File: src/rtl/decode_next_pc.sv
module decode_next_pc #(
  parameter int AW  = 30,
  parameter int BIW = 16,
  parameter int JIW = 26,
  parameter int DW  = 32
) (
  input  logic          clk,
  input  logic          rst_n,
  input  logic          hold,
  input  logic [AW-1:0] inc_pc,
  input  logic [BIW-1:0] br_imm,
  input  logic [JIW-1:0] jmp_imm,
  input  logic          is_beq,
  input  logic          is_bne,
  input  logic          is_jmp,
  input  logic [DW-1:0] opnd_a,
  input  logic [DW-1:0] opnd_b,
  output logic [AW-1:0] pc_q,
  output logic [AW-1:0] next_pc,
  output logic          redirect,
  output logic          ifid_keep
);
  localparam int SX = AW - BIW;

  logic          ops_eq, take_br;
  logic [AW-1:0] br_tgt, j_tgt, fall;

  assign ops_eq   = (opnd_a == opnd_b);
  assign take_br  = (is_beq & ops_eq) | (is_bne & ~ops_eq);
  assign redirect = is_jmp | take_br;

  assign br_tgt = inc_pc + {{SX{br_imm[BIW-1]}}, br_imm};
  assign j_tgt  = {inc_pc[AW-1:JIW], jmp_imm};
  assign fall   = pc_q + AW'(1);

  assign next_pc   = is_jmp ? j_tgt : (take_br ? br_tgt : fall);
  assign ifid_keep = hold & ~redirect;

  always_ff @(posedge clk) begin
    if (!rst_n)     pc_q <= '0;
    else if (!hold) pc_q <= next_pc;
  end

  p_reset_zero_r1: assert property (@(posedge clk) !rst_n |=> pc_q == '0);
  p_idle_fall_r2: assert property (@(posedge clk) disable iff (!rst_n)
    !(is_beq | is_bne | is_jmp) |-> !redirect);
  p_jump_taken_r5: assert property (@(posedge clk) disable iff (!rst_n)
    is_jmp |-> redirect);
  p_load_next_r7: assert property (@(posedge clk) disable iff (!rst_n)
    (rst_n && !hold) |=> pc_q == $past(next_pc));
  p_hold_pc_r8: assert property (@(posedge clk) disable iff (!rst_n)
    (rst_n && hold) |=> $stable(pc_q));
  p_flush_wins_r8: assert property (@(posedge clk) disable iff (!rst_n)
    redirect |-> !ifid_keep);
endmodule

File: config.mk
export PLATFORM = sky130hd
export DESIGN_NAME = decode_next_pc
export DESIGN_NICKNAME = d
export VERILOG_FILES = /design/src/rtl/decode_next_pc.sv
export SDC_FILE = /design/constraint.sdc
export NUM_CORES = 1
export LEC_CHECK = 0
export BUFFER_PORTS_ARGS = -buffer_cell sky130_fd_sc_hd__clkbuf_2
export CORE_MARGIN = 2
export CORE_UTILIZATION = 49
export CTS_BUF_LIST = sky130_fd_sc_hd__clkbuf_8
export DETAILED_ROUTE_END_ITERATION = 10
export HOLD_SLACK_MARGIN = 0.1
export PLACE_DENSITY = 0.84
export SYNTH_ARGS = -nofsm -noshare
export SYNTH_HDL_FRONTEND = slang
export SYNTH_SLANG_ARGS = --single-unit
File: constraint.sdc
create_clock -name clk -period 2.8 [get_ports clk]
set_input_delay 0 -clock clk [delete_from_list [all_inputs] [get_ports clk]]
set_output_delay 0 -clock clk [all_outputs]
set_load 0.01 [all_outputs]
==> Word level (Yosys, flattened, before mapping) <==
Cells that the tools add are included.
{ "word_totals": {"ff_bits": 30, "in_bits": 142, "out_inout_bits": 62, "wordCells": 13} }
{ "op_classes": {"n_addsub": 2, "n_eq_ne": 1, "muxes": 2, "n_bitwise": 7} }
{ "ops": {"columns": ["cell", "n"], "rows": [
  ["30-bit 2-to-1 mux", 2],
  ["32-bit == test", 1],
  ["30-bit by 1-bit adder with 30-bit output, second input constant", 1],
  ["30-bit adder", 1],
  ["1-bit AND", 3],
  ["1-bit NOT", 2],
  ["1-bit OR", 2]
]} }

==> Depth between registers and ports, before layout <==
Gate-level depths: netlist (run 1).
{ "logic_depth": {"word_depth": 7, "depth_mapped": 11, "mapped_depth_nobuf": 11} }

==> Worst setup path after synthesis (run 1) <==
OpenSTA, ideal clock, no wires.
{ "synth_timing": {"path_kind": "in2reg", "startpoint": "in inc_pc[0]", "endpoint": "reg pc_q[20]", "setup_ps": 115, "arrival_time_ps": 2460, "required_ps": 2685, "path_slack_ps": 225, "cell_stages": 11, "path_buffers": 0, "cell_sequence": "ha_1 -> fa_1 -> a21oi_1 -> or3b_4 -> a31oi_4 -> a311o_2 -> a21bo_2 -> a21o_1 -> a211oi_1 -> o21ai_1 -> a31o_1"} }
{ "synth_via": {"elab_chain_cells": 3} }
{ "synth_rtl": {"columns": ["item", "line_no", "source"], "rows": [
  ["start: declaration", "10", "input logic [AW-1:0] inc_pc,"],
  ["30-bit adder", "32", "assign br_tgt = inc_pc + {{SX{br_imm[BIW-1]}}, br_imm};"],
  ["30-bit 2-to-1 mux (2 in a row)", "36", "assign next_pc = is_jmp ? j_tgt : (take_br ? br_tgt : fall);"],
  ["net next_pc[20]", "19", "output logic [AW-1:0] next_pc,"],
  ["end signal: assignment", "41", "else if (!hold) pc_q <= next_pc;"],
  ["end: declaration", "18", "output logic [AW-1:0] pc_q,"]
]} }
The timed path passes the listed nets, and every way through them passes these cells.
A chain may end at the register's enable or synchronous reset.

==> Final worst setup path (run 1) <==
{ "layout_timing": {"startpoint": "in inc_pc[0]", "endpoint": "out next_pc[28]"} }
{ "layout_via": {"elab_chain_cells": 3} }
{ "layout_rtl": {"columns": ["item", "line_no"], "rows": [
  ["30-bit adder", "32"],
  ["30-bit 2-to-1 mux (2 in a row)", "36"],
  ["end: declaration", "19"]
]} }
No other way between the ends.

==> results list, run 1 <==
* Outcome: complete, no violations
- Required time worst endpoint: 2.80 ns
- The initialized floorplan defines 33 standard-cell rows.
- Along the worst path, the maximum fanout reaches 4.
* MaxCap Viol Count: 0
- Among all flip-flop cells after synthesis, the most frequent one is dfxtp_1.
* Final Routed Wirelength: 14.3 mm
- The commonest cells after synthesis are xnor2_1 (57), nand2_1 (54), a21oi_1 (34), nor2_1 (33).
- Via count of the first global-routing pass: 4955
* Wirelength per Cell: 16.6 um
- From synthesis to final layout, the design area changed by 31.9%.
- Dividing the detail-routed via count by the number of cells gives 5.89.
- Grt total ovfl: 0
- Total via count in the routed design: 5070
* Synth Net Count: 721
- Routability congestion estimate: 0.972
* Highest cell delay on the worst timing path: 0.47 ns
- The largest registers in the layout are pc_q (30).
- H-Tree Level Count: 2
- Measured along the x axis, the die boundary spans 96.9 um.
- Setup repair after global routing left no endpoint under its margin.
- Buffers inserted during clock tree synthesis total 5.
* Max stage delay cell, worst path: a311o_2
- The path with the worst hold slack has its endpoint at pc_q[5].
- The synthesized design spends more area on one cell type than any other, namely dfxtp_1.
- For this run, the top clock speed supported by timing is 372 MHz.
- The most numerous cell type found on the critical path is clkbuf_2.
* Port Buffer Count: 203
- For the worst setup path, the data arrival time is 2.69 ns.
- At the end of the flow the core is filled with cells to 0.672.
- By instance count, the leading cell after synthesis is xnor2_1.
- Die Footprint: 9380 um^2
- In this run, the number of DRC markers left after iteration 0 of detailed routing was 330.
* Worst reg2reg startpoint: pc_q[3]
* Clock Tree Root: clkbuf_8
* Slew at the pin closest to its max-slew limit: 0.655 ns
- For the worst-skew pair, the clock arrives at the later sink with an insertion delay of 0.29 ns.
- The core region is 8300 um^2.
- The net count of the finished layout is 928.
- GR Util All Layers: 0.293
* Post-detailed-route DRC marker count: 0
- The worst hold path was traced through 4 stages.
- For flop-to-flop paths, the worst setup slack is 0.43 ns.
- Max FFs per register: 30
* Number of synthesized register bits: 30
- The layout has 720 filler cells.
- Async set-reset flop share out of synthesis: 0
* Antenna violation net count after detailed routing: 0
- The final hold violation count came to 0.
- Synthesized cell area: 4230 um^2
- Measured against its own limit, the worst slew margin works out to 0.563.
- Diodes inserted: 0
- Total Negative Setup Slacks: 0 ns
* Register clock-pin slew on the reported worst setup and hold paths: 0.07 ns
* VDD IR-drop max: 0.000190 V
* Leak: 2.71 nW
* Number of unique standard cell types used by synthesis: 70
- Counting flops with a built-in enable in the synthesized netlist gives 0.
* Largest reg by FF count: pc_q
- Total I/O pin count: 204
* Kind of path behind the tightest hold check: in2reg
- Of the cells placed in the final design, the portion with a size suffix greater than 1 is 0.344.
- STA classifies the critical path endpoint as a primary output.
* Share of the synthesized area in the top cell type: 0.142
* Count of buffer and inverter cells on the critical path: 2
- The number of antenna violations at the first check in global routing was 0.
* Storage element area: 601 um^2
- The worst path needs 2.69 ns of the cycle, external delays included.
- Of the available clock period, the critical path in the final layout requires 0.959.
- TritonCTS built the clock tree.
- Starting utilization of the core area: 0.509
- Vertical extent of the die: 96.9 um
- CP cell instances: clkbuf_2 -> ha_1 -> fa_1 -> a21oi_2 -> or3b_4 -> a31oi_4 -> a311o_2 -> a21oi_4 -> o31ai_4 -> nand3_1 -> mux2_4 -> nor3_1 -> clkbuf_2
- Final-report setup violation count: 0
- In the final layout, the multi-input gates occupy 3520 um^2.
* Launch point of the worst hold path: jmp_imm[5]
- The completed layout was analyzed and its total power is 1.88 mW.
- Average size of a mapped cell: 7.71 um^2
- For the final database, setup skew stands at 0.00886 ns.
- Excluding fillers, the count of instances in the completed layout stands at 861.
- Counting along the longest clock path gives a buffer depth of 2.
* CP Class: in2out
* Fin. max-slew vios: 0
- The cell count after synthesis came out at 548.
- The worst setup path is launched from an input pin.
* Count of synthesis-stage warnings from yosys: 0
* Total number of clock tree sinks: 30
- Fraction of the yosys area taken by sequential cells: 0.142
- Number of placed instances, taps included: 846
- Number of iterations in the first detailed-routing pass: 6
- Areal power density over the cells: 336 nW/um^2
- Broken down by cell family, the worst path's largest delay share belongs to compound AO/OA/AOI/OAI gates.
- First-pass GRT wire length: 23.2 mm
- Leading post-synthesis cells by cell area: dfxtp_1 (14%), xnor2_1 (12%), ha_1 (8.9%), mux2i_1 (5.7%), nand2_1 (4.8%)
- The number of cells on the worst reg-to-reg path is 8.
- HPWL reported at the end of detailed placement: 11.5 mm
- Entering global routing, the biggest net connects 41 pins.
- Reg2Reg Capture Point: pc_q[29]
-- power breakdown --
group	leakage [nW]	total, mW	internal (mW)	switching [mW]
clock network	0.0472	0.401	0.198	0.203
logic	2.42	0.962	0.453	0.508
registers	0.248	0.513	0.460	0.0525
-- cell families (layout without fill, tap and decap cells) --
family	Yosys count	in the layout	synth area share
compound gates	143	143	0.235
xor+xnor	80	80	0.166
fa+ha+maj	31	31	0.0935
buf+inv	36	244	0.0332
flops	30	30	0.142
mux	36	36	0.0897
simple gates	192	192	0.240
-- metrics by stage --
step	setup slack (ns)	cell area, um^2	hold slack, ns
after global routing	0.00169	5580	0.120
after detailed placement	0.00507	5390	0.287
final	0.114	5580	0.103
after global placement	0.0608	5390	0.280
after floorplan	0.225	4230	0.130
after CTS	0.0700	5560	0.104
-- timing repair --
action / in CTS / in global routing
hold endpoints to repair: 7 / 0
setup endpoints to repair: 0 / 2
gates resized for setup: 0 / 3
hold buffers: 7 / 0
setup buffers: 0 / 0
-- per-layer routing --
| metal | wire length [um] | part of all wire | vias to the layer above | GRT usage |
|---|---|---|---|---|
| met1 | 5820 | 0.41 | 2371 | 0.360 |
| met2 | 7010 | 0.49 | 248 | 0.514 |
| met4 | 338 | 0.024 | 0 | 0.104 |
| met3 | 1090 | 0.076 | 33 | 0.0499 |
| met5 | 0 | 0 | - | 0 |
| li1 | - | - | 2418 | - |
-- how the worst max path moves through the flow --
stage	start	to	slack, ns	cells after the start
global placement	inc_pc[0]	pc_q[28]	0.06	12
detailed placement	inc_pc[0]	pc_q[28]	0.005	12
global route	inc_pc[0]	next_pc[28]	0.002	13
floorplan	inc_pc[0]	pc_q[20]	0.22	11
CTS	inc_pc[0]	next_pc[28]	0.07	13
finish	inc_pc[0]	next_pc[28]	0.11	13
-- placed cells by master, fill, tap and decap left out, drive strengths merged, types with 8 or more instances in the layout --
cell    Yosys  routed
clkbuf     16     209
xnor2      57      57
nand2      55      55
a21oi      36      36
nor2       33      33
o21ai      33      33
ha         30      30
dfxtp      30      30
mux2i      24      24
xor2       23      23
nand3      21      21
a21o       21      21
nand4      16      16
buf         7      13
and3       12      12
mux2       12      12
inv        12      12
nor3        8       8
nor3b       8       8
-- worst min-delay path, stage by stage --
cell and delay [ns]:
clkbuf_2 0.08, mux2_2 0.15, mux2i_1 0.06, nor2_1 0.07
-- final cells by class --
type | count | share of cell area
Clock buffer | 6 | 0.0148
Clock inverter | 2 | 0.00224
Inverter | 13 | 0.00875
Multi-Input combinational cell | 482 | 0.631
Sequential cell | 30 | 0.108
Tap cell | 105 | 0.0236
Timing Repair Buffer | 223 | 0.212
(Power assumes the default switching activity.)
==> run 2, diff against run 1 <==
- CORE_ASPECT_RATIO: unset -> 0.75
==> run 2 against run 1 <==
  * First-iteration DRC count grew 3.3%
  * Power fell by 1.0%
  * Worst hold slack improved by 0.0068 ns
  * Clock power down 11%
  * Sequential power is essentially flat
  * Clock-buffer cell count unchanged
  * Utilization is 0.90 points lower
  * Maximum frequency fell by 0.23%
  * Flip-flop and latch count unchanged
  * Routed wire length grew 4.9%
  * Via count rose by 0.95%
  * Die area about the same
  * Highest routed layer unchanged
==> results list, run 2 (synthesized netlist as in run 1, its figures left out) <==
* Outcome: complete, no violations
- Number of vias per cell after detailed routing: 5.94 (+0.83%)
- The number of iterations in the first detailed-routing pass is 6 (unchanged).
- Storage element area: 601 um^2 (unchanged)
- The stage delay of the slowest cell on the critical path came to 0.48 ns (about the same).
- Reg2Reg Capture Point: pc_q[29]
- The required time at the endpoint of the critical path is 2.80 ns (about the same).
* Port Buffer Count: 203 (unchanged)
* Total Negative Setup Slacks: 0 ns (unchanged)
- Switching power share of the total: 0.403 (-0.00432)
- Die Footprint: 9390 um^2 (about the same)
* Launch point of the worst hold path: inc_pc[28]
* Startpoint type of the worst setup path: input pin
* Max stage delay cell, worst path: or4_1
* Register-to-register setup slack: 0.37 ns (-0.06 ns)
- RSZ-0062 raised after global routing: no
- Number of design-rule violations left by the first detailed-router iteration: 341 (+3.3%)
- The clock slew at the register clock pins of the worst setup and hold paths is 0.07 ns (about the same).
- Fin cells: 862 (+0.12%)
* Final-report setup violation count: 0 (unchanged)
- The buffer levels on the longest clock path was 2 (unchanged).
- The critical path in this run is classified as in2out.
- The first-pass GRT wire length is 23.1 mm (-0.56%).
- The worst voltage drop across the vdd grid came to 0.000343 V (+80%).
- Total I/O pin count: 204 (unchanged)
- The starting density of the core is 0.502 (-0.00719).
* Total number of clock tree sinks: 30 (unchanged)
- Layout net count: 926 (-0.22%)
* Clock latency reported for the late side of the worst-skew pair: 0.29 ns (about the same)
- The HPWL after detailed placement was 11.9 mm (+3.6%).
- Die Span X: 111 um (+15%)
* Total design power: 1.86 mW (-1.0%)
* Post-detailed-route DRC marker count: 0 (unchanged)
- The worst hold path terminates at pc_q[28].
- Cell mode on critical path: clkbuf_2
- In the final layout, the registers with the most flip-flops are pc_q (30).
* Max FFs per register: 30 (unchanged)
- Slew at the pin closest to its max-slew limit: 0.651 ns (-0.00444 ns)
* Via count of the first global-routing pass: 4823 (-2.7%)
- The count of inserted antenna diode cells is 0 (unchanged).
* CP cell instances: clkbuf_2 -> ha_1 -> a211oi_1 -> buf_4 -> nor4_4 -> o21ai_2 -> a21oi_2 -> and4b_4 -> o31ai_4 -> xnor2_1 -> or4_1 -> nand3_1 -> clkbuf_2
* Antenna violation net count after detailed routing: 0 (unchanged)
- Critical path endpoint category: primary output
* Routability congestion estimate: 0.934 (-3.9%)
- Share of the clock period used by the worst path after layout: 0.961 (+0.00218)
- Most frequent standard cell in the layout excluding fill and tap cells: clkbuf_2
- The count of fill cells added during filler insertion was 723 (+0.42%).
- Number of placed instances, taps included: 846 (unchanged)
* Area of the core region: 8420 um^2 (+1.4%)
* Layout cell share with drive strength beyond 1: 0.344 (-0.000414)
- Part of the power in combinational logic: 0.533 (+0.020)
- MaxCap Viol Count: 0 (unchanged)
- In this design, the largest share of critical-path delay is due to simple AND/OR/NAND/NOR gates.
* Post-route clock skew: 0.0102 ns (+0.00138 ns)
- The upper clock frequency limit came to 371 MHz (-0.23%).
- TritonCTS built the clock tree.
- Data arrival time of the critical path: 2.69 ns (about the same)
* Worst r2r path cells: 8 (unchanged)
* Wirelength per Cell: 17.4 um (+4.8%)
- Power dissipated by switching net loads: 0.748 mW (-2.1%)
- The final hold violation count came to 0 (unchanged).
- Crit path max fanout: 5 (+1)
- Final Routed Wirelength: 15.0 mm (+4.9%)
- Fin. max-slew vios: 0 (unchanged)
* Internal power summed over all cells: 1.11 mW (-0.32%)
- The row count is 29 (-12%).
- The aggregate global-route resource usage was 0.296 (+0.00307).
- The worst hold margin is 0.110 ns (+0.00677 ns).
* Clock Tree Root: clkbuf_8
* Areal power density over the cells: 333 nW/um^2 (-1.1%)
- The synthesis-to-layout area growth was 32.0% (about the same).
- The number of buffers inserted during clock tree synthesis was 5 (unchanged).
- The worst register-to-register path begins at pc_q[3].
- The headroom to the max-slew limit is 0.558 (-0.00498).
- The count of H-tree levels built during CTS is 2 (unchanged).
- Antenna violations before repair: 0 (unchanged)
- Leading cell types in the layout, fill and taps excluded: clkbuf_2 (203), xnor2_1 (57), nand2_1 (54), a21oi_1 (33), nor2_1 (33)
- Leak: 2.71 nW (about the same)
- Kind of path behind the tightest hold check: in2reg
- The maximum number of pins on one net before global-route repair was 45 (+9.8%).
- The sequential fraction of design power is 0.275 (+0.002).
* Total via count in the routed design: 5118 (+0.95%)
- Cell area reported after detailed placement: 5390 um^2 (-0.12%)
- The cell area after layout is 5580 um^2 (about the same).
- Count of buffer and inverter cells on the critical path: 3 (+1)
* Shortest clock period the worst path allows after layout: 2.69 ns (+0.00610 ns)
- The hold path depth is 3 (-1).
* Vertical extent of the die: 84.4 um (-13%)
- Proportion of power drawn by the clock network: 0.193 (-0.021)
- Largest reg by FF count: pc_q
* Grt total ovfl: 0 (unchanged)
- Multi-input gate area: 3530 um^2 (+0.46%)
## run 2: cell count changes in the layout (fill, tap and decap cells not counted)
cell / before / now
buf_12: 0 / 1
buf_4: 13 / 10
fa_1: 1 / 0
clkinvlp_4: 1 / 0
fa_2: 0 / 1
inv_1: 10 / 11
dlygate4sd3_1: 7 / 6
mux2i_2: 0 / 1
## run 2: power groups by stage
stage	registers (mW)	clock network [mW]	logic, mW
global placement	0.515	0	0.922
CTS	0.508	0.361	0.960
global route	0.514	0.375	1.07
detailed placement	0.517	0	0.945
floorplan	0.523	0	0.582
finish	0.510	0.357	0.988
## run 2: area by class of cell
type | instances | share of cell area
clock buffers | 6 | 0.0148
clock inverters | 2 | 0.00157
inverters | 13 | 0.00875
multi-input cells | 483 | 0.633
flip-flops and latches | 30 | 0.108
well taps | 108 | 0.0242
repair buffers | 220 | 0.210
## run 2: per-layer routing
layer | track usage | up-vias | wire [um]
li1 | - | 2414 | -
met1 | 0.387 | 2389 | 6340
met2 | 0.501 | 278 | 6760
met3 | 0.0556 | 37 | 1450
met4 | 0.0887 | 0 | 408
met5 | 0 | - | 0
## run 2: worst max-delay path by stage
stage	startpoint	end	slack (ns)	cells past startpoint
floorplan	inc_pc[0]	pc_q[20]	0.22	11
global placement	inc_pc[0]	pc_q[28]	0.05	12
detailed placement	inc_pc[0]	pc_q[20]	-0.03	12
CTS	inc_pc[0]	next_pc[28]	0.03	13
global route	opnd_b[3]	next_pc[11]	0.005	11
finish	inc_pc[1]	next_pc[29]	0.11	13
## run 2: repair_timing
| item | in CTS | in global routing |
|---|---|---|
| resized for setup | 0 | 4 |
| setup endpoints to repair | 0 | 5 |
| hold buffers | 6 | 0 |
| buffers inserted | 0 | 1 |
| endpoints found under the hold margin | 6 | 0 |
## run 2: stage by stage
step           utilization  setup slack [ns]
2_1_floorplan            -             0.225
3_3_place_gp         0.640            0.0482
3_5_place_dp         0.640           -0.0283
4_1_cts              0.658            0.0328
5_1_grt              0.663           0.00505
6_report             0.663             0.108
## run 2: worst register-to-register path, delay by kind of cell (launching register included)
| kind | cells | cell delay [ns] |
|---|---|---|
| simple gates | 5 | 1.26 |
| compound gates | 2 | 0.45 |
| flops | 1 | 0.42 |
| xor+xnor | 1 | 0.20 |
